**src/rtl/pwm_phase_pkg.sv**
```systemverilog
package pwm_phase_pkg;

    // Request accepted by the adjustment timer in the current cycle.
    typedef enum logic [1:0] {
        REQ_NONE = 2'd0,
        REQ_UP   = 2'd1,
        REQ_DOWN = 2'd2
    } req_e;

    // Registered state of the output flop and the limit tracker.
    typedef struct packed {
        logic run;     // counters released
        logic at_min;  // 0% latch
        logic at_max;  // 100% latch
        logic level;   // set/reset flop
    } lim_state_t;

endpackage

```
**src/rtl/pwm_phase_ctr.sv**
```systemverilog
module pwm_phase_ctr #(
    parameter int unsigned PERIOD = 8
) (
    input  logic clk_i,
    input  logic rst_ni,
    input  logic run_i,
    input  logic stall_i,
    output logic tick_o
);
    localparam int unsigned CW = (PERIOD > 1) ? $clog2(PERIOD) : 1;
    localparam logic [CW-1:0] LAST = CW'(PERIOD - 1);

    logic [CW-1:0] cnt_d, cnt_q;
    logic          adv;

    always_comb begin
        adv   = run_i & ~stall_i;
        cnt_d = cnt_q;
        if (adv) begin
            cnt_d = (cnt_q == LAST) ? '0 : cnt_q + 1'b1;
        end
        tick_o = adv && (cnt_q == LAST);
    end

    always_ff @(posedge clk_i) begin
        if (!rst_ni) cnt_q <= '0;
        else         cnt_q <= cnt_d;
    end

    // A stalled counter keeps its phase for that cycle (basis of R3/R4 stepping).
    assert_stall_holds_R3: assert property (@(posedge clk_i) disable iff (!rst_ni)
        (stall_i || !run_i) |=> $stable(cnt_q));

endmodule

```
**src/rtl/pwm_adj_timer.sv**
```systemverilog
module pwm_adj_timer
    import pwm_phase_pkg::*;
#(
    parameter int unsigned ADJ_DIV = 20
) (
    input  logic clk_i,
    input  logic rst_ni,
    input  logic inc_i,
    input  logic dec_i,
    input  logic min_i,
    input  logic max_i,
    output req_e req_o,
    output logic step_o
);
    localparam int unsigned CW = (ADJ_DIV > 1) ? $clog2(ADJ_DIV) : 1;
    localparam logic [CW-1:0] LAST = CW'(ADJ_DIV - 1);

    logic [CW-1:0] cnt_d, cnt_q;

    always_comb begin
        req_o = REQ_NONE;
        if (inc_i && !dec_i && !max_i)      req_o = REQ_UP;
        else if (dec_i && !inc_i && !min_i) req_o = REQ_DOWN;

        if (req_o == REQ_NONE) cnt_d = '0;
        else                   cnt_d = (cnt_q == LAST) ? '0 : cnt_q + 1'b1;

        step_o = (req_o != REQ_NONE) && (cnt_q == LAST);
    end

    always_ff @(posedge clk_i) begin
        if (!rst_ni) cnt_q <= '0;
        else         cnt_q <= cnt_d;
    end

    // simultaneous requests never produce a step.
    assert_both_ignored_R7: assert property (@(posedge clk_i) disable iff (!rst_ni)
        (inc_i && dec_i) |-> !step_o);

    // the timer restarts from zero once no request is accepted.
    assert_timer_cleared_R5: assert property (@(posedge clk_i) disable iff (!rst_ni)
        (!inc_i && !dec_i) |=> (cnt_q == '0));

endmodule

```
**src/rtl/pwm_limit_track.sv**
```systemverilog
module pwm_limit_track
    import pwm_phase_pkg::*;
(
    input  logic clk_i,
    input  logic rst_ni,
    input  logic start_i,
    input  logic set_tick_i,
    input  logic clr_tick_i,
    input  logic up_step_i,
    input  logic down_step_i,
    output logic run_o,
    output logic at_min_o,
    output logic at_max_o,
    output logic pwm_o
);
    lim_state_t st_d, st_q;

    always_comb begin
        st_d = st_q;
        if (start_i) st_d.run = 1'b1;

        if (set_tick_i && !clr_tick_i)      st_d.level = 1'b1;
        else if (clr_tick_i && !set_tick_i) st_d.level = 1'b0;

        // Coincident wraps: the held level says which limit was reached.
        if (set_tick_i && clr_tick_i) begin
            if (st_q.level) st_d.at_max = 1'b1;
            else            st_d.at_min = 1'b1;
        end

        if (up_step_i)   st_d.at_min = 1'b0;
        if (down_step_i) st_d.at_max = 1'b0;
    end

    always_ff @(posedge clk_i) begin
        if (!rst_ni) st_q <= '{run: 1'b0, at_min: 1'b1, at_max: 1'b0, level: 1'b0};
        else         st_q <= st_d;
    end

    assign run_o    = st_q.run;
    assign at_min_o = st_q.at_min;
    assign at_max_o = st_q.at_max;
    assign pwm_o    = st_q.at_max | (st_q.level & ~st_q.at_min);

    // the flop itself is high whenever the maximum latch is set.
    assert_max_level_R8: assert property (@(posedge clk_i) disable iff (!rst_ni)
        st_q.at_max |-> st_q.level);

    // the flop itself is low whenever the minimum latch is set.
    assert_min_level_R9: assert property (@(posedge clk_i) disable iff (!rst_ni)
        st_q.at_min |-> !st_q.level);

    // the maximum latch only drops after a decrease step.
    assert_max_release_R8: assert property (@(posedge clk_i) disable iff (!rst_ni)
        $fell(st_q.at_max) |-> $past(down_step_i));

    // the minimum latch only drops after an increase step.
    assert_min_release_R9: assert property (@(posedge clk_i) disable iff (!rst_ni)
        $fell(st_q.at_min) |-> $past(up_step_i));

    // the two limit flags are exclusive.
    assert_flags_exclusive_R10: assert property (@(posedge clk_i) disable iff (!rst_ni)
        !(st_q.at_min && st_q.at_max));

endmodule

```
**src/rtl/pwm_phase_duty.sv**
```systemverilog
module pwm_phase_duty
    import pwm_phase_pkg::*;
#(
    parameter int unsigned PERIOD  = 8,
    parameter int unsigned ADJ_DIV = 20
) (
    input  logic clk_i,
    input  logic rst_ni,
    input  logic inc_i,
    input  logic dec_i,
    output logic pwm_o,
    output logic at_min_o,
    output logic at_max_o
);
    // Latches must close before a further step can overshoot a limit.
    if (ADJ_DIV < 2 * PERIOD) begin : g_bad_cfg
        $error("ADJ_DIV must be at least twice PERIOD");
    end

    req_e req;
    logic step, up_step, down_step;
    logic run, set_tick, clr_tick;
    logic at_min, at_max;

    pwm_adj_timer #(.ADJ_DIV(ADJ_DIV)) u_timer (
        .clk_i  (clk_i),
        .rst_ni (rst_ni),
        .inc_i  (inc_i),
        .dec_i  (dec_i),
        .min_i  (at_min),
        .max_i  (at_max),
        .req_o  (req),
        .step_o (step)
    );

    assign up_step   = step && (req == REQ_UP);
    assign down_step = step && (req == REQ_DOWN);

    // Increase: stall the reset counter (distance grows).
    // Decrease: stall the set counter (distance shrinks).
    pwm_phase_ctr #(.PERIOD(PERIOD)) u_set_ctr (
        .clk_i   (clk_i),
        .rst_ni  (rst_ni),
        .run_i   (run),
        .stall_i (down_step),
        .tick_o  (set_tick)
    );

    pwm_phase_ctr #(.PERIOD(PERIOD)) u_clr_ctr (
        .clk_i   (clk_i),
        .rst_ni  (rst_ni),
        .run_i   (run),
        .stall_i (up_step),
        .tick_o  (clr_tick)
    );

    pwm_limit_track u_limits (
        .clk_i       (clk_i),
        .rst_ni      (rst_ni),
        .start_i     (req == REQ_UP),
        .set_tick_i  (set_tick),
        .clr_tick_i  (clr_tick),
        .up_step_i   (up_step),
        .down_step_i (down_step),
        .run_o       (run),
        .at_min_o    (at_min),
        .at_max_o    (at_max),
        .pwm_o       (pwm_o)
    );

    assign at_min_o = at_min;
    assign at_max_o = at_max;

    // frozen counters emit no wrap pulses.
    assert_frozen_R1: assert property (@(posedge clk_i) disable iff (!rst_ni)
        !run |-> (!set_tick && !clr_tick));

    // no increase step is taken while at 100%.
    assert_no_up_at_max_R8: assert property (@(posedge clk_i) disable iff (!rst_ni)
        at_max_o |-> !up_step);

    // no decrease step is taken while at 0%.
    assert_no_down_at_min_R9: assert property (@(posedge clk_i) disable iff (!rst_ni)
        at_min_o |-> !down_step);

endmodule

```
**config.mk**
```make
export PLATFORM = sky130hd
export DESIGN_NAME = pwm_phase_duty
export DESIGN_NICKNAME = d
export VERILOG_FILES = /design/src/rtl/pwm_phase_pkg.sv /design/src/rtl/pwm_phase_ctr.sv /design/src/rtl/pwm_adj_timer.sv /design/src/rtl/pwm_limit_track.sv /design/src/rtl/pwm_phase_duty.sv
export SDC_FILE = /design/constraint.sdc
export NUM_CORES = 1
export LEC_CHECK = 0
export BUFFER_PORTS_ARGS = -buffer_cell sky130_fd_sc_hd__buf_2
export CAP_MARGIN = 20
export CORE_MARGIN = 2
export CORE_UTILIZATION = 40
export CTS_CLUSTER_SIZE = 16
export DETAILED_ROUTE_END_ITERATION = 8
export PLACE_DENSITY = 0.59
export SLEW_MARGIN = 20
export SYNTH_ARGS = -nofsm -noshare
export SYNTH_HDL_FRONTEND = slang
export SYNTH_HIERARCHICAL = 1
export SYNTH_SLANG_ARGS = --single-unit
```
**constraint.sdc**
```tcl
create_clock -name clk_i -period 3.2 [get_ports clk_i]
set_clock_uncertainty 0.15 [all_clocks]
set_input_delay 0.48 -clock clk_i [delete_from_list [all_inputs] [get_ports clk_i]]
set_output_delay 0.48 -clock clk_i [all_outputs]
set_load 0.05 [all_outputs]
```
### Word level (Yosys, flattened, before mapping)

Cells that the tools add are included.

| storage, ports and cells | value |
|---|---|
| register bits | 15 |
| input bits | 4 |
| output and inout port bits | 3 |
| word-level logic and storage cells | 60 |

| cells by class | value |
|---|---|
| add/sub/neg operators | 3 |
| equal/unequal tests | 6 |
| multiplexer cells | 10 |
| bitwise operators | 8 |
| reductions and logical operators | 26 |

Operators with widths:

| operator | number |
|---|---|
| $logic_and A1 B1 Y1 | 12 |
| $add A3 B1 Y3 const B | 2 |
| $eq A3 B3 Y1 const B | 2 |
| $logic_not A1 Y1 | 6 |
| $mux W2 | 3 |
| $mux W3 | 2 |
| $reduce_bool A2 Y1 | 3 |
| $add A5 B1 Y5 const B | 1 |
| $eq A5 B5 Y1 const B | 1 |
| $mux W1 | 5 |
| $not A1 Y1 | 4 |
| $reduce_and A2 Y1 | 2 |
| $and A1 B1 Y1 | 3 |
| $reduce_or A3 Y1 | 1 |
| $eq A2 B1 Y1 const B | 1 |
| $eq A2 B2 Y1 const B | 1 |
| $logic_not A2 Y1 | 1 |
| $ne A2 B2 Y1 const B | 1 |
| $reduce_or A2 Y1 | 1 |
| $or A1 B1 Y1 | 1 |

### Depth between registers and ports, before layout

Gate-level depths: netlist of run 1.

| depth | value |
|---|---|
| depth in word-level cells | 15 |
| gate-level depth with buffers | 10 |

### Hierarchy

Netlist of run 1, hierarchy kept.

By module, submodules not included:

| module | times used | cells an instance | area an instance (um^2) |
|---|---|---|---|
| pwm_phase_ctr | 2 | 15 | 165.2 |
| pwm_adj_timer | 1 | 23 | 240.2 |
| pwm_limit_track | 1 | 16 | 178.9 |
| pwm_phase_duty | 1 | 3 | 28.8 |

### Worst setup path before layout of run 1

Ideal clock, no wire load.

| timing path | value |
|---|---|
| path type | reg2reg |
| start | reg u_limits.st_q (netlist bit u_limits/at_max_o) |
| end | reg u_limits/st_q[0] (netlist name) |
| setup time | 116 ps |
| arrival time | 2023 ps |
| required time | 2934 ps |
| path slack | 911 ps |
| cell stages (with the launch flop) | 11 |
| path buffers | 0 |
| clock period less this slack | 2289 ps |
| path through | dfxtp_1 -> nor3b_4 -> nor2_1 -> nor2_1 -> and3b_2 -> nor2b_4 -> and2_2 -> inv_1 -> ha_1 -> mux2i_1 -> nor2b_1 |

| on the way | value |
|---|---|
| word-level cells in the longest chain between the ends | 12 |
| elaborated cells on any way between the ends | 21 |
| classes of those cells | 2 x eq/ne; 2 x mux; 4 x bitwise; 13 x reduce/logical |

Ends and longest elaborated chain:

| element | RTL line | RTL |
|---|---|---|
| start: declaration | pwm_limit_track.sv:16 | `lim_state_t st_d, st_q;` |
| start signal: assignment | pwm_limit_track.sv:36 | `if (!rst_ni) st_q <= '{run: 1'b0, at_min: 1'b1, at_max: 1'b0, level: 1'b0};` |
| start signal: assignment | pwm_limit_track.sv:37 | `else st_q <= st_d;` |
| $logic_not A1 Y1 (*) | pwm_adj_timer.sv:22 | `if (inc_i && !dec_i && !max_i) req_o = REQ_UP;` |
| $logic_and A1 B1 Y1 (*) | pwm_adj_timer.sv:22 |  |
| $mux W2 (*) | pwm_adj_timer.sv:22 |  |
| named net req[0] | pwm_phase_duty.sv:20 | `req_e req;` |
| $reduce_bool A2 Y1 (*) | pwm_adj_timer.sv:28 | `step_o = (req_o != REQ_NONE) && (cnt_q == LAST);` |
| $logic_and A1 B1 Y1 (*) | pwm_adj_timer.sv:28 |  |
| named net step | pwm_phase_duty.sv:21 | `logic step, up_step, down_step;` |
| $logic_and A1 B1 Y1 (*) | pwm_phase_duty.sv:36 | `assign up_step = step && (req == REQ_UP);` |
| named net up_step | pwm_phase_duty.sv:21 |  |
| $not A1 Y1 (*) | pwm_phase_ctr.sv:17 | `adv = run_i & ~stall_i;` |
| $and A1 B1 Y1 (*) | pwm_phase_ctr.sv:17 |  |
| $logic_and A1 B1 Y1 (*) | pwm_phase_ctr.sv:22 | `tick_o = adv && (cnt_q == LAST);` |
| named net clr_tick | pwm_phase_duty.sv:22 | `logic run, set_tick, clr_tick;` |
| $logic_not A1 Y1 | pwm_limit_track.sv:22 | `if (set_tick_i && !clr_tick_i) st_d.level = 1'b1;` |
| $logic_and A1 B1 Y1 | pwm_limit_track.sv:22 |  |
| $mux W1 / $reduce_bool A2 Y1 (equally long branches) | - |  |

The timed path passes the listed nets; every way through them passes the cells marked *.
A chain may end at the register's enable or synchronous reset.

### Final worst setup path of run 1

| timing path | value |
|---|---|
| start | reg u_timer.cnt_q[0] |
| end | reg u_limits/st_q[0] (netlist name) |

| on the way | value |
|---|---|
| word-level cells in the longest chain between the ends | 9 |
| elaborated cells on any way between the ends | 16 |
| classes of those cells | 1 x eq/ne; 1 x mux; 4 x bitwise; 10 x reduce/logical |

Ends and longest elaborated chain:

| element | RTL line | RTL |
|---|---|---|
| start: declaration | pwm_adj_timer.sv:18 | `logic [CW-1:0] cnt_d, cnt_q;` |
| start signal: assignment | pwm_adj_timer.sv:33 | `else cnt_q <= cnt_d;` |
| $eq A5 B5 Y1 (*) | pwm_adj_timer.sv:28 |  |
| $logic_and A1 B1 Y1 (*) | pwm_adj_timer.sv:28 |  |
| named net step | pwm_phase_duty.sv:21 |  |
| $logic_and A1 B1 Y1 (*) | pwm_phase_duty.sv:36 |  |
| named net up_step | pwm_phase_duty.sv:21 |  |
| $not A1 Y1 (*) | pwm_phase_ctr.sv:17 |  |
| $and A1 B1 Y1 (*) | pwm_phase_ctr.sv:17 |  |
| $logic_and A1 B1 Y1 (*) | pwm_phase_ctr.sv:22 |  |
| named net clr_tick | pwm_phase_duty.sv:22 |  |
| $logic_not A1 Y1 | pwm_limit_track.sv:22 |  |
| $logic_and A1 B1 Y1 | pwm_limit_track.sv:22 |  |
| $mux W1 / $reduce_bool A2 Y1 (equally long branches) | - |  |

Marked as above.

==> results of run 1 <==
-- sequential cells by signal, summed over array words and instances, names as in the netlist --
signal and count:
u_clr_ctr/cnt_q 3, u_limits/at_max_o 1, u_limits/at_min_o 1, u_limits/run_o 1
u_limits/st_q 1, u_set_ctr/cnt_q 3, u_timer/cnt_q 5
-- synthesized netlist by cell type --
cell type   n
o21a_1      1
nor3b_1     1
dfxtp_1    15
xnor2_1     1
nand3_1     2
nor3b_4     2
or3b_1      1
a21o_2      1
nor2b_1     9
nor2_1      9
mux2i_1     7
nor2b_4     2
ha_1        7
nand4bb_1   1
a21oi_1     1
inv_1       3
xor2_1      2
and2_2      2
o211ai_2    2
and2b_2     1
and3b_2     2
-- logic make-up (layout without fill, tap and decap cells) --
kind of cell | after synthesis | after routing | synth area share [%]
fa+ha+maj | 7 | 7 | 11.3
compound gates | 5 | 5 | 5.95
simple gates | 32 | 32 | 30.4
flops | 15 | 15 | 38.6
mux | 7 | 7 | 9.00
xor+xnor | 3 | 3 | 3.38
buf+inv | 3 | 13 | 1.45
-- cell type report --
| type | instances | share of cell area [%] |
|---|---|---|
| Multi-Input combinational cell | 54 | 53.9 |
| Sequential cell | 15 | 34.7 |
| Tap cell | 25 | 3.61 |
| Timing Repair Buffer | 6 | 3.47 |
| Clock buffer | 4 | 3.03 |
| Inverter | 3 | 1.30 |
-- path summary, 6_finish.rpt --
check / from / end / slack [ps] / cells after the start
max: u_timer/cnt_q[0]$_SDFF_PP0_ / u_limits/st_q[0]$_SDFFE_PN0P_ / 1050 / 10
min: u_timer/cnt_q[0]$_SDFF_PP0_ / u_timer/cnt_q[0]$_SDFF_PP0_ / 300 / 1
max reg2reg: u_timer/cnt_q[0]$_SDFF_PP0_ / u_limits/st_q[0]$_SDFFE_PN0P_ / 1050 / 10
min reg2reg: u_timer/cnt_q[0]$_SDFF_PP0_ / u_timer/cnt_q[0]$_SDFF_PP0_ / 300 / 1
-- power by group through the flow --
| stage | clock, W | sequential [W] | combinational [W] |
|---|---|---|---|
| CTS | 0.000116 | 0.000194 | 0.0000274 |
| finish | 0.000107 | 0.000194 | 0.0000270 |
| global route | 0.000125 | 0.000195 | 0.0000299 |
| floorplan | 0 | 0.000198 | 0.0000202 |
| global placement | 0 | 0.000198 | 0.0000267 |
| detailed placement | 0 | 0.000198 | 0.0000273 |
-- cell usage in the layout (no fill, tap or decap) --
cell       instances
o211ai_2           2
nor2b_4            2
o21a_1             1
or3b_1             1
buf_2              6
clkbuf_4           3
clkbuf_1           1
and2b_2            1
inv_1              3
a21oi_1            1
a21o_2             1
dfxtp_1           15
nor2b_1            9
xor2_1             2
nor3b_4            2
nor2_1             9
and2_2             2
nand4bb_1          1
xnor2_1            1
nand3_1            2
mux2i_1            7
and3b_2            2
ha_1               7
nor3b_1            1
-- per-layer routing --
| metal | track usage (%) | up-vias | share of wire, % |
|---|---|---|---|
| met4 | 6.49 | 0 | 1.1 |
| met1 | 13.8 | 229 | 53 |
| met2 | 19.5 | 7 | 43 |
| li1 | - | 265 | - |
| met3 | 5.56 | 2 | 3.2 |
| met5 | 0 | - | 0 |
-- critical path: stages (launching register included) --
cell and delay, ps:
dfxtp_1 330, ha_1 230, nand4bb_1 140, nor2_1 60, and3b_2 230, nor2b_4 170, and2_2 170, inv_1 40
ha_1 280, mux2i_1 180, nor2b_1 60
-- through the flow --
step                      std cells  total power, W  worst slack (ps)  hold WS [ps]
final                           107        0.000328              1050           303
after global routing            107        0.000351               901           324
after CTS                       107        0.000337              1030           302
after detailed placement        103        0.000226               837           288
after global placement          103        0.000225               895           283
after floorplan                  72        0.000218               911           268
==> impl_metrics.csv, run 1 <==
group,metric,value,unit
die,die_h,48.1,um
pwr,internal-power,0.000255,W
route,wl_per_cell,10.2,um
setup_path,worst-path-max-fanout,4,
pwr,pwr-share-comb,8.2,%
cts,cts_hold_buf,0,
setup_path,critPathLaunchType,"flip-flop",
grt,antenna_found_initial,0,
route,drt_iter0_drc,5,
route,dr_total_vias,503,
sta,rsz0062_at_grt,"no",
cts,clk_latency,280,ps
die,ioPinCount,7,
sta,relSlewSlack,82.4,%
pwr,power.share.sequential,59.2,%
die,initial_core_util,43.6,%
sta,setup_violations,0,
sta,drv_slew,0,
placed_design,dpl.hpwl,812,um
layout,multiInputGateArea,467,um^2
sta,totalNegativeSetupSlack,0,ps
synth,syn-instance-count,72,
cts,cts_tree,"yes",
sta,fmax,465,MHz
sta,tightest_slew,264,ps
layout,drive_gt1_share,25.6,%
die,core.rowCount,15,
cts,post_cts_buffers,0,
route,ant_nets,0,
layout,seq_area,300,um^2
layout,antenna_cells,0,
sta,finalCritPeriodShare,67.2,%
setup_path,critPathRequiredTime,3230,ps
die,die_area,2310,um^2
placed_design,gp_congestion,0.642,
synth,seq_area_frac_synth,38.6,%
grt,first_global_vias,447,
layout,fin_util,48.6,%
min_path,hold_class,"flip-flop to flip-flop",
synth,syn-cell-area,778,um^2
synth,synthTopCellsByArea,"dfxtp_1, ha_1, mux2i_1, nor2b_1, nor3b_4",
pwr,p_clk_share,32.5,%
synth,synth_fp_nets,83,
grt,grt-ovfl-total,0,
cts,cts_resized,0,
cts,cts_inserted_buffers,3,
cts,cts_buffer_depth,2,
die,die_x,48.1,um
synth,synth_top_area_share,38.6,%
layout,area_delta_synth_final,11.3,%
synth,ys_types,21,
cts,htree_num_levels,1,
layout,layout.nets,94,
layout,fill_cells,159,
route,drc,0,
setup_path,path_class,"flip-flop to flip-flop",
placed_design,placed_area,840,um^2
sta,hold_viol_final,0,
route,dr.pass1.iters,4,
synth,syn_area_per_cell,10.8,um^2
sta,finalWorstPathRequiredPeriod,2150,ps
job,maxCapViolCount,0,
synth,synth_area_leader_cell,"dfxtp_1",
setup_path,critPathCaptureType,"flip-flop",
route,wl,1090,um
cts,clockRootBuffer,"clkbuf_4",
grt,grtUsageTotal,12.3,%
outcome,status,"completed",
cts,clkSinkCount,15,
die,core_area,1780,um^2
grt,grt_max_degree,12,
pwr,power_density,378,nW/um^2
pwr,swShare,22.3,%
placed_design,port_buffers,6,
pwr,ir_drop,0.000190,V
pwr,p_leak,0.374,nW
synth,yosysWarnings,6,
layout,fin_area,866,um^2
synth,synth-seq-cells,15,
grt,grt_pass1_wl,1880,um
route,viasPerCell,4.70,
setup_path,cp.arrival,2180,ps
pwr,power_switching,0.0000729,W
cts,clkTransAtPathRegs,90,ps
Power figures use the tool's default switching activity.
==> run 2, diff against run 1 <==
- ABC_AREA: default -> 1
- clock period: 3.2 -> 2.1 ns (I/O delays scaled with it)
==> impl_metrics.csv, run 2 <==
group,metric,value,unit
grt,grt_max_degree,12,
cts,cts_buffer_depth,2,
layout,drive_gt1_share,22.0,%
cts,clkSinkCount,15,
synth,async_flop_share,0,%
setup_path,reg2regPathDepth,12,
route,ant_nets,0,
setup_path,critical_path.max_stage_delay,380,ps
layout,fin_util,49.7,%
route,wl,1310,um
layout,largestRegisters,"u_timer/cnt_q (5), u_clr_ctr/cnt_q (3), u_set_ctr/cnt_q (3)",
placed_design,gp_congestion,0.787,
min_path,hold_end,"u_limits/at_min_o$_SDFFE_PN1P_",
setup_path,critPathRequiredTime,2140,ps
sta,hold_viol_final,0,
synth,synthSimpleGateAreaFrac,33.2,%
layout,fin_cells,154,
setup_path,worst_path_max_delay_cell,"dfxtp_2",
job,maxCapViolCount,0,
pwr,power,0.000528,W
sta,totalNegativeSetupSlack,0,ps
grt,antenna_found_initial,0,
synth,synthAdderAreaFrac,11.0,%
min_path,hold_class,"input pin to flip-flop",
setup_path,rrSetupSlack,240,ps
synth,synth_compound_area_share,3.46,%
cts,clockRootBuffer,"clkbuf_4",
layout,fin_area,955,um^2
synth,syn-cell-area,796,um^2
route,dr_total_vias,652,
setup_path,critPathCaptureType,"flip-flop",
cts,cts_tree,"yes",
layout,area_delta_synth_final,20.0,%
die,die_area,2360,um^2
layout,antenna_cells,0,
setup_path,r2r_start,"u_timer/cnt_q[0]$_SDFF_PP0_",
pwr,p_leak,0.502,nW
synth,yosysWarnings,6,
cts,htree_num_levels,1,
layout,layout.nets,139,
setup_path,path_buf_inv,3,
setup_path,cp.arrival,1910,ps
layout,regMostFlops,"u_timer/cnt_q",
sta,setup_violations,0,
route,drt_iter0_drc,10,
pwr,ir_drop,0.000292,V
sta,finalCritPeriodShare,88.7,%
grt,first_global_vias,595,
placed_design,port_buffers,6,
die,ioPinCount,7,
placed_design,placed_area,882,um^2
setup_path,cp_common_cell,"inv_1",
synth,yosysMostFrequentCell,"inv_1",
route,viasPerCell,4.23,
setup_path,path_depth,12,
synth,synth_fp_nets,124,
setup_path,critPathLaunchType,"flip-flop",
synth,synth_xor_area_share,3.30,%
route,wl_per_cell,8.49,um
route,dr.pass1.iters,4,
die,die_h,48.6,um
synth,synthTopCellsByArea,"dfxtp_1, inv_1, ha_1, nand2_1, nor2_1",
synth,synth-edff-count,0,
setup_path,r2r_end,"u_limits/st_q[0]$_SDFFE_PN0P_",
synth,synth_top_family_by_area,"simple AND/OR/NAND/NOR gates",
die,core_area,1920,um^2
route,drc,0,
synth,syn-instance-count,113,
synth,seq_area_frac_synth,37.7,%
min_path,min_path_cells,2,
sta,tightest_slew,246,ps
layout,largest_reg_flops,5,
synth,synth-seq-cells,15,
setup_path,path_delay_family,"simple AND/OR/NAND/NOR gates",
cts,cts_inserted_buffers,3,
synth,synthTopCellsByCount,"inv_1, nand2_1, nor2_1, dfxtp_1, nand3_1",
setup_path,path_cells,"ha_4 -> nand3_2 -> a21oi_2 -> nand2_1 -> nor2_2 -> inv_1 -> nand3_1 -> inv_1 -> ha_4 -> inv_1 -> nor2_1 -> nor2_1",
outcome,status,"completed",
layout,final_cell_mix,"inv_1, nand2_1, nor2_1",
layout,final_common_cell,"inv_1",
synth,synth_top_area_share,37.7,%
synth,ys_types,15,
placed_design,dpl.hpwl,1010,um
cts,clk_latency,280,ps
synth,synth-main-ff-cell,"dfxtp_1",
setup_path,path_class,"flip-flop to flip-flop",
synth,synth_mux_area_share,0,%
grt,grtUsageTotal,13.4,%
grt,grt_pass1_wl,2460,um
sta,drv_slew,0,
setup_path,worst-path-max-fanout,3,
grt,grt-ovfl-total,0,
sta,fmax,537,MHz
die,initial_core_util,41.4,%
pwr,power_density,553,nW/um^2
sta,finalWorstPathRequiredPeriod,1860,ps
die,core.rowCount,16,
die,die_x,48.6,um
placed_design,dp_cells,149,
cts,clkTransAtPathRegs,90,ps
synth,syn_area_per_cell,7.04,um^2
min_path,hp-start,"rst_ni",
cts,cts_hold_buf,0,
sta,relSlewSlack,83.7,%
synth,synth_area_leader_cell,"dfxtp_1",
-- run 2: cell types whose count changed after synthesis, moves of 3 or more --
| cell | before | now |
|---|---|---|
| nand2_1 | 0 | 22 |
| nand2_2 | 0 | 3 |
| mux2i_1 | 7 | 0 |
| nand3_1 | 2 | 8 |
| nor2_1 | 9 | 20 |
| nor2b_1 | 9 | 0 |
| inv_1 | 3 | 24 |
-- run 2: what timing repair did --
action / 4_1_cts / 5_1_grt
setup endpoints to repair: 0 / 3
setup buffers: 0 / 1
gates resized for setup: 0 / 9
-- run 2: kinds of logic after synthesis --
group / count (synthesis)
and+or+nand+nor: 59
buffers and inverters: 24
DFF: 15
adders and majority gates: 7
AOI/OAI and AO/OA: 5
xor gates and xnor gates: 3
-- run 2: worst max path at each step --
stage | to | slack [ps] | startpoint
after floorplan | u_limits/st_q[0]$_SDFFE_PN0P_ | 40 | u_limits/at_max_o$_SDFFE_PP0P_
after global placement | u_limits/st_q[0]$_SDFFE_PN0P_ | 110 | u_timer/cnt_q[0]$_SDFF_PP0_
after detailed placement | u_limits/st_q[0]$_SDFFE_PN0P_ | 40 | u_timer/cnt_q[0]$_SDFF_PP0_
after CTS | u_limits/st_q[0]$_SDFFE_PN0P_ | 2 | u_timer/cnt_q[0]$_SDFF_PP0_
after global routing | u_limits/st_q[0]$_SDFFE_PN0P_ | -5 | u_timer/cnt_q[0]$_SDFF_PP0_
final | u_limits/st_q[0]$_SDFFE_PN0P_ | 240 | u_timer/cnt_q[0]$_SDFF_PP0_
-- run 2: layout make-up --
class	instances	area [um^2]
tap	27	33.8
sequential	15	303
inverter	24	90.1
clock buffer	3	22.5
timing repair buffer	10	60.1
fill	217	967
clock inverter	1	5.00
multi-input combinational	74	440
-- run 2: power breakdown --
part | internal, W | switching, W
combinational | 0.0000236 | 0.0000304
clock | 0.0000708 | 0.0000982
sequential | 0.000296 | 0.00000868
total | 0.000390 | 0.000137
-- run 2: metrics by stage --
stage	hold slack [ps]	worst slack [ps]
6_report	163	236
5_1_grt	177	-4.56
4_1_cts	150	1.68
3_5_place_dp	296	36.3
3_3_place_gp	280	114
2_1_floorplan	234	43.3
-- run 2: per-layer routing --
metal / wire length [um] / GRT usage (%) / vias up
met5: 0 / 0 / -
met4: 22 / 8.57 / 0
met3: 45 / 1.85 / 2
met2: 543 / 20.1 / 11
met1: 696 / 18.0 / 270
li1: - / - / 369
==> run 3, diff against run 2 <==
--- a/config.mk
+++ b/config.mk
@@ -11,6 +11,6 @@
 export CORE_MARGIN = 2
-export CORE_UTILIZATION = 40
+export CORE_UTILIZATION = 55
 export CTS_CLUSTER_SIZE = 16
 export DETAILED_ROUTE_END_ITERATION = 8
-export PLACE_DENSITY = 0.59
+export PLACE_DENSITY = 0.76
 export SLEW_MARGIN = 20
==> constraint.sdc (replaced) <==
create_clock -name clk_i -period 2.1 [get_ports clk_i]
set_clock_uncertainty 0.15 [all_clocks]
set_input_delay 0.525 -clock clk_i [delete_from_list [all_inputs] [get_ports clk_i]]
set_output_delay 0.525 -clock clk_i [all_outputs]
set_load 0.05 [all_outputs]
==> impl_metrics.csv, run 3 (same netlist as run 2, synthesis figures left out) <==
group,metric,value,unit
grt,grt_max_degree,12,
layout,largestRegisters,"u_timer/cnt_q (5), u_clr_ctr/cnt_q (3), u_set_ctr/cnt_q (3)",
sta,finalWorstPathRequiredPeriod,1950,ps
min_path,min_path_cells,1,
placed_design,gp_congestion,0.769,
setup_path,worst_path_max_delay_cell,"dfxtp_1",
layout,final_cell_mix,"inv_1, nand2_1, nor2_1",
placed_design,port_buffers,6,
min_path,hold_class,"flip-flop to flip-flop",
grt,first_global_vias,614,
layout,largest_reg_flops,5,
sta,relSlewSlack,73.3,%
setup_path,cp_common_cell,"inv_1",
die,ioPinCount,7,
sta,drv_slew,0,
job,maxCapViolCount,0,
route,wl,1500,um
layout,antenna_cells,0,
route,dr.pass1.iters,4,
cts,clkTransAtPathRegs,90,ps
pwr,ir_drop,0.000367,V
cts,cts_buffer_depth,2,
die,initial_core_util,59.7,%
pwr,p_leak,0.501,nW
setup_path,critPathCaptureType,"flip-flop",
placed_design,placed_area,882,um^2
die,die_h,42.0,um
die,die_x,42.0,um
setup_path,path_class,"flip-flop to flip-flop",
sta,tightest_slew,400,ps
outcome,status,"completed",
die,core.rowCount,13,
setup_path,reg2regPathDepth,11,
cts,clockRootBuffer,"clkbuf_4",
sta,setup_violations,0,
setup_path,cp.arrival,1990,ps
cts,clk_latency,280,ps
setup_path,path_delay_family,"adder cells",
die,die_area,1770,um^2
die,core_area,1330,um^2
placed_design,dpl.hpwl,1080,um
cts,cts_inserted_buffers,3,
setup_path,rrSetupSlack,150,ps
route,drt_iter0_drc,28,
cts,cts_hold_buf,0,
setup_path,r2r_start,"u_timer/cnt_q[1]$_SDFF_PP0_",
sta,fmax,513,MHz
cts,htree_num_levels,1,
cts,post_cts_buffers,0,
layout,fin_util,69.6,%
setup_path,path_cells,"ha_4 -> nand3_2 -> a21oi_2 -> nand2_1 -> nor2_2 -> inv_1 -> nand3_1 -> inv_1 -> ha_1 -> o21ai_0 -> nor2_1",
cts,cts_tree,"yes",
min_path,hp-start,"u_timer/cnt_q[0]$_SDFF_PP0_",
sta,hold_viol_final,0,
grt,grtUsageTotal,19.0,%
route,viasPerCell,4.79,
route,ant_nets,0,
grt,grt_pass1_wl,2490,um
pwr,power_density,565,nW/um^2
grt,grt-ovfl-total,0,
layout,layout.nets,140,
sta,finalCritPeriodShare,92.9,%
cts,clkSinkCount,15,
grt,antenna_found_initial,0,
route,dr_total_vias,685,
layout,final_common_cell,"inv_1",
route,drc,0,
layout,regMostFlops,"u_timer/cnt_q",
route,wl_per_cell,10.5,um
setup_path,path_buf_inv,2,
cts,cts_resized,0,
setup_path,critical_path.max_stage_delay,380,ps
layout,drive_gt1_share,19.5,%
min_path,hold_end,"u_timer/cnt_q[0]$_SDFF_PP0_",
setup_path,critPathLaunchType,"flip-flop",
layout,fin_area,928,um^2
setup_path,r2r_end,"u_limits/st_q[0]$_SDFFE_PN0P_",
setup_path,worst-path-max-fanout,3,
setup_path,critPathRequiredTime,2140,ps
layout,area_delta_synth_final,16.7,%
==> run 3: stage by stage <==
| step | power, W | TNS [ps] | setup slack [ps] | hold WS, ps | instances |
|---|---|---|---|---|---|
| 5_1_grt | 0.000554 | -3.79 | -3.79 | 344 | 143 |
| 2_1_floorplan | 0.000347 | 0 | 43.3 | 268 | 113 |
| 6_report | 0.000524 | 0 | 149 | 301 | 143 |
| 4_1_cts | 0.000528 | 0 | 34.6 | 302 | 143 |
| 3_5_place_dp | 0.000362 | -95.4 | -93.7 | 290 | 139 |
| 3_3_place_gp | 0.000359 | 0 | 12.8 | 284 | 139 |
==> run 3: routing by layer <==
layer / GRT usage [%] / vias to the layer above / share of wire (%)
met1: 22.7 / 295 / 47
li1: - / 369 / -
met3: 5.17 / 4 / 3.9
met5: 0 / - / 0
met2: 30.3 / 17 / 47
met4: 11.3 / 0 / 1.9
==> run 3: cell type report <==
cell class / instances / area [um^2]
flip-flops and latches: 15 / 302
inverters: 24 / 90.1
clock buffers: 4 / 26.3
fillers: 113 / 405
repair buffers: 11 / 67.6
multi-input cells: 74 / 424
well taps: 15 / 18.8
==> run 3: report_power, final <==
group	switching, W	leakage (nW)	internal [W]	total [W]
sequential	0.0000112	0.123	0.000296	0.000307
combinational	0.0000299	0.364	0.0000227	0.0000526
clock	0.0000908	0.0150	0.0000738	0.000165
==> run 3: worst max-delay path by stage <==
stage / from / slack [ps] / cells after the start / end
floorplan: u_limits/at_max_o$_SDFFE_PP0P_ / 40 / 11 / u_limits/st_q[0]$_SDFFE_PN0P_
global placement: dec_i / 10 / 12 / u_limits/st_q[0]$_SDFFE_PN0P_
detailed placement: dec_i / -90 / 12 / u_limits/st_q[0]$_SDFFE_PN0P_
CTS: u_timer/cnt_q[0]$_SDFF_PP0_ / 30 / 11 / u_limits/st_q[0]$_SDFFE_PN0P_
global route: u_timer/cnt_q[1]$_SDFF_PP0_ / -4 / 11 / u_limits/st_q[0]$_SDFFE_PN0P_
finish: u_timer/cnt_q[1]$_SDFF_PP0_ / 150 / 11 / u_limits/st_q[0]$_SDFFE_PN0P_
